<file path="src/rtl/deferral_timer.sv">
module deferral_timer #(
  parameter int EARLY_BT  = 60,
  parameter int LATE_BT   = 36,
  parameter int RX_GAP_BT = 28
) (
  input  logic clk,
  input  logic rst_n,
  input  logic bit_tick,
  input  logic crs,
  input  logic tx_done,
  input  logic tx_start,
  input  logic rx_dv,
  output logic tx_ok,
  output logic rx_short
);
  localparam int TMAX = (EARLY_BT > LATE_BT) ? EARLY_BT : LATE_BT;
  localparam int TW   = $clog2(TMAX + 1);
  localparam int RW   = $clog2(RX_GAP_BT + 1);

  typedef enum logic [2:0] {S_WAIT, S_EARLY, S_LATE, S_OPEN, S_BUSY} st_t;

  st_t           state;
  logic [TW-1:0] cnt;
  logic          rx_dv_q, seen;
  logic [RW-1:0] gap;
  logic          rise;

  always_ff @(posedge clk) begin
    if (!rst_n) begin
      state <= S_WAIT;
      cnt   <= '0;
    end else if (tx_done) begin
      state <= S_WAIT;
      cnt   <= '0;
    end else begin
      case (state)
        S_WAIT: if (!crs) begin
          state <= S_EARLY;
          cnt   <= '0;
        end
        S_EARLY: begin
          if (crs) state <= S_WAIT;
          else if (bit_tick) begin
            if (cnt == TW'(EARLY_BT - 1)) begin
              state <= S_LATE;
              cnt   <= '0;
            end else cnt <= cnt + 1'b1;
          end
        end
        S_LATE: if (bit_tick) begin
          if (cnt == TW'(LATE_BT - 1)) state <= S_OPEN;
          else cnt <= cnt + 1'b1;
        end
        S_OPEN: if (tx_start) state <= S_BUSY;
        S_BUSY: state <= S_BUSY;
        default: state <= S_WAIT;
      endcase
    end
  end

  assign tx_ok = (state == S_OPEN);

  assign rise = rx_dv & ~rx_dv_q;

  always_ff @(posedge clk) begin
    if (!rst_n) begin
      rx_dv_q  <= 1'b0;
      seen     <= 1'b0;
      gap      <= '0;
      rx_short <= 1'b0;
    end else begin
      rx_dv_q  <= rx_dv;
      rx_short <= rise && seen && (gap < RW'(RX_GAP_BT));
      if (rx_dv) begin
        gap  <= '0;
        seen <= 1'b1;
      end else if (bit_tick && gap != RW'(RX_GAP_BT)) begin
        gap <= gap + 1'b1;
      end
    end
  end
endmodule


</file>
<file path="config.mk">
export PLATFORM = sky130hd
export DESIGN_NAME = deferral_timer
export DESIGN_NICKNAME = d
export VERILOG_FILES = /design/src/rtl/deferral_timer.sv
export SDC_FILE = /design/constraint.sdc
export NUM_CORES = 1
export LEC_CHECK = 0
export BUFFER_PORTS_ARGS = -buffer_cell sky130_fd_sc_hd__buf_2
export CAP_MARGIN = 20
export CORE_ASPECT_RATIO = 1.25
export CORE_UTILIZATION = 50
export CTS_CLUSTER_DIAMETER = 40
export DETAILED_ROUTE_END_ITERATION = 16
export GPL_ROUTABILITY_DRIVEN = 0
export PLACE_DENSITY = 0.73
export SETUP_SLACK_MARGIN = 0.02
export SYNTH_ARGS = -nofsm -noshare
export SYNTH_HDL_FRONTEND = slang
export SYNTH_SLANG_ARGS = --single-unit
</file>
<file path="constraint.sdc">
create_clock -name clk -period 1.5 [get_ports clk]
set_input_delay 0 -clock clk [delete_from_list [all_inputs] [get_ports clk]]
set_output_delay 0 -clock clk [all_outputs]
set_load 0.01 [all_outputs]
</file>
[After elaboration in Yosys (flattened, before gate mapping)]
Cells that the tools add are included.
Word-level totals
  register bits: 17
  latch bits: 0
  bits in writable memories: 0
  bits in read-only memories: 0
  output and inout port bits: 2
  memories kept: 0
Cells by class
  add/sub/neg operators: 2
  multiply operators: 0
  divide/modulo/power cells: 0
  $lt $le $gt $ge: 1
  equal/unequal tests: 16
  shift operators: 0
  multiplexer cells: 15
  bitwise logic cells: 3
  reduce and logical (&&, ||, !) cells: 9
Operators by type and width (number)
  2-to-1 mux 6 bit: 6
  2-to-1 mux 3 bit: 7
  case mux 6 bit (3 select lines): 1
  case mux 3 bit (5 select lines): 1
  != test 2 bit, second input constant: 7
  equality test 6 bit, second input constant: 2
  AND reduction 6 bit: 2
  adder 6 x 1 -> 6 bit, second input constant: 1
  equality test 3 x 2 -> 1 bit, second input constant: 2
  != test 3 bit, second input constant: 2
  adder 5 x 1 -> 5 bit, second input constant: 1
  less-than comparator 5 bit, second input constant: 1
  != test 5 bit, second input constant: 1
  OR reduction 2 bit: 2
  equality test 3 x 1 -> 1 bit, second input constant: 1
  equality test 3 bit, second input constant: 1
  logical AND 1 bit: 3
  logical NOT 3 bit: 1
  nonzero test 3 bit: 1
  NOT 1 bit: 2
  bitwise AND 1 bit: 1

[Longest topological paths before layout]
  depth after elaboration: 5
  mapped depth: 6
  gate-level depth less buffers: 6

[Worst setup path before layout]
No wires, ideal clock.
  path kind: flip-flop to flip-flop
  start point: reg state[2]
  end point: reg cnt[3]
  library setup time: 70 ps
  data arrival time: 1362 ps
  slack: 68 ps
  stages on the path, launching flop included: 6
  buffers on the path: 1
  period minus slack after synthesis: 1432 ps
  cell sequence: dfxtp_1 -> buf_6 -> and4bb_2 -> a21oi_2 -> or4_1 -> a21oi_1
Between the ends
  word-level cells in the longest chain between the ends: 3
Ends and longest elaborated chain
  from (decl): line 22  | st_t state;
  from (signal assigned): line 30  | state <= S_WAIT;
  from (signal assigned): line 33  | state <= S_WAIT;
  from (signal assigned): line 38  | state <= S_EARLY;
  equality test 3 x 2 -> 1 bit (tied with other cells): line 36  | case (state)
  != test 2 bit (no source line) or nonzero test 3 bit (tied branches)
  AND reduction 6 bit (no source line)
  to (signal assigned): line 47  | end else cnt <= cnt + 1'b1;
  to (signal assigned): line 52  | else cnt <= cnt + 1'b1;
  to (decl): line 23  | logic [TW-1:0] cnt;
Several ways; a longest one is shown, not always the timed one.
A chain may end at the register's enable or synchronous reset.

[Final worst setup path]
Same ends and word-level chain as after synthesis.

==> impl_metrics.py <==
metrics = {
    "synthesis": {
        "synth-simple-area-share": 0.274,
        "yosys.area_share.xor_xnor": 0.0464,
        "synth_compound_gate_area_share": 0.192,
        "ys_async_sr_fraction": 0,
        "synthDistinctLibCells": 38,
        "synthDominantAreaCellType": "dfxtp_1",
        "syn_area_um2": 945,
        "synth.top_cells.by_area": "dfxtp_1, o211ai_1, ha_1, a21oi_1, nand3_1",
        "synth_top_flop_cell": "dfxtp_1",
        "post_synth.cell_area_avg_um2": 8.51,
        "synthMostInstantiatedCell": "dfxtp_1",
        "post_synthesis_share_of_cell_area_spent_on_full_adders_half_adders_and_majority_gates": 0.0397,
        "yosys-top-cells-count": "dfxtp_1, a21oi_1, inv_1, nand2_1, nand3_1",
        "netlist.area_leader.share": 0.360,
        "synth.mux.area_fraction": 0.0212,
        "mappedNetlistNets": 121,
        "yosysWarningCount": 0,
        "synth.ff_latch_count": 17,
        "synth-seq-area-share": 0.360,
        "netlist_instances": 111,
        "synth_top_family_by_area": "simple AND/OR/NAND/NOR gates",
        "synth_edf_count": 0,
    },
    "clock_tree": {
        "clk_root_buf": "clkbuf_4",
        "clk_transition_reported_paths_ns": 0.10,
        "cts_tree": "yes",
        "worst_skew_pair.late_latency_ns": 0.29,
        "cts_inserted_buffers": 3,
        "ctsLongestPathBuffers": 2,
        "htree_num_levels": 1,
        "cts_sinks": 17,
    },
    "placed_design": {
        "place.port_buffers": 8,
        "dp.final_hpwl_um": 1500,
        "dpl_cell_area_mm2": 0.00103,
    },
    "floorplan": {
        "io_pins": 9,
        "die_area_mm2": 0.00207,
        "cell_rows": 17,
        "coreArea_mm2": 0.00177,
        "floorplan.die.width_um": 40.9,
        "die_height_um": 50.6,
        "start_util": 0.535,
    },
    "sta": {
        "setup_total_negative_slack_ns": 0,
        "maxSlewViolCount": 0,
        "period_needed_ns": 1.47,
        "clock_skew_ns": 0.00494,
        "worstMarginPinSlew_ns": 0.357,
        "period_share": 0.983,
        "grt_setup_unrepaired": "yes",
        "fmax_ghz": 0.678,
        "timing.slew.headroom": 0.760,
        "finalSetupViolations": 0,
        "timing_hold_violations_final": 0,
    },
    "hold_path": {
        "hold_depth": 3,
        "path_type_of_the_worst_min_delay_path": "in2reg",
        "timing.hold.worst.start": "bit_tick",
    },
    "grt": {
        "globalRouteMet1Util": 0.204,
        "global_route.usage.met2": 0.365,
        "grt_first_pass_wirelength_um": 2990,
        "grt_start_max_net_pins": 11,
        "grt_pass1_vias": 836,
        "grtUsageTotal": 0.208,
        "global_route.peak_usage_layer": "met2",
        "number_of_antenna_violations_at_the_first_check_in_global_routing": 0,
        "grtUsageMet3": 0.0398,
        "grt_overflow_total": 0,
    },
    "critical_path": {
        "launch_instance_of_the_worst_register_to_register_path": "state[2]",
        "worst_setup_path_end_kind": "flip-flop",
        "critPathMaxStageDelay_ns": 0.49,
        "critPathLaunchType": "flip-flop",
        "crit_slowest_cell": "or4_1",
        "timing.critical_path.from": "state[2]",
        "timing.critical_path.required_ns": 1.73,
        "crit_type": "reg2reg",
        "reg2reg_depth": 4,
        "arrival_time_reported_for_the_critical_path_endpoint_ns": 1.70,
        "worstPathMaxFanout": 5,
        "worstPathCellList": "and4bb_2, a21oi_2, or4_1, a21oi_1",
    },
    "power_and_ir_drop": {
        "vdd.ir_drop.worst_uv": 551,
        "cellLeakagePower_uw": 0.000410,
        "p_per_area_mw_per_mm2": 686,
    },
    "route": {
        "drt_iter0_markers": 33,
        "antenna_left": 0,
        "routed-via-count": 901,
        "routed_wl_um": 2060,
        "detailedRoute.firstPassIterationCount": 4,
        "drc": 0,
        "post_drt_via_cell_ratio": 6.05,
        "routed_length_per_placed_instance_um": 13.8,
    },
    "layout": {
        "finish.net_count": 141,
        "post-route-cell-area_mm2": 0.00114,
        "synthToLayoutAreaGrowth_pct": 20.4,
        "diodes": 0,
        "post_route_cells_drive_above_1_share": 0.254,
        "n_fill_cell": 155,
    },
    "outcome": {
        "run_status": "finished, final reports clean",
    },
    "run": {
        "cap_violations": 0,
    },
}
[flip-flops by register name, indices dropped and copies added (netlist names)]
signal	count
cnt	6
gap	5
rx_dv_q	1
rx_short	1
seen	1
state	3
[cell families after synthesis]
family,count (synthesis)
simple gates,46
buf+inv,12
flops,17
xor+xnor,5
fa+ha+maj,3
compound gates,26
mux,2
[per-stage QoR]
step                setup slack (ns)  total power (uW)  hold slack, ns  instances  utilization
global route                 0.00558               817          0.0689        149        0.644
CTS                           0.0172               789          0.0453        148        0.620
detailed placement          -0.00350               541           0.221        141        0.585
global placement              0.0579               539           0.218        141        0.585
finish                        0.0258               780          0.0602        149        0.644
floorplan                     0.0680               521           0.110        111            -
[metal layers]
metal | share of wire | up-vias
li1 | - | 446
met1 | 0.39 | 433
met2 | 0.55 | 16
met3 | 0.028 | 6
met4 | 0.027 | 0
met5 | 0 | -
[layout by cell type, fill, tap and decap left out, types with 6 or more instances in the layout]
cell type   n
dfxtp_1    13
buf_4       9
buf_2       8
inv_1       7
nand3_1     7
a21oi_1     7
nand2_1     7
nor2_1      6
o211ai_1    6
[path summary, 6_finish.rpt]
check,to,slack [ns]
max,cnt[3],0.03
min,gap[1],0.06
max reg2reg,cnt[3],0.03
min reg2reg,rx_short,0.47
[layout make-up]
cell class / count / area, um2 / area share
clock buffer: 3 / 22.5 / 0.0198
clock inverter: 1 / 5.00 / 0.00440
inverter: 7 / 26.3 / 0.0231
multi-input combinational: 82 / 574 / 0.505
sequential: 17 / 348 / 0.306
tap: 19 / 23.8 / 0.0209
timing repair buffer: 20 / 138 / 0.121
[power breakdown]
part	switching, uW	internal, uW	total [uW]
Sequential	4.19	457	461
Combinational	41.8	35.1	76.9
Clock	143	99.1	242
Total	189	591	780
[worst max-delay path: cells and delay by family (launching register included)]
family / cells / cell delay (ns)
simple gates: 2 / 0.83
compound gates: 2 / 0.22
flops: 1 / 0.36
[repair_timing]
action | 4_1_cts | 5_1_grt
hold endpoints to repair | 2 | 0
setup buffers | 0 | 1
gates resized for setup | 2 | 10
hold buffers | 3 | 0
pin swaps | 0 | 4
setup endpoints to repair | 3 | 8
Note: power is estimated with default switching activity, not from simulation.
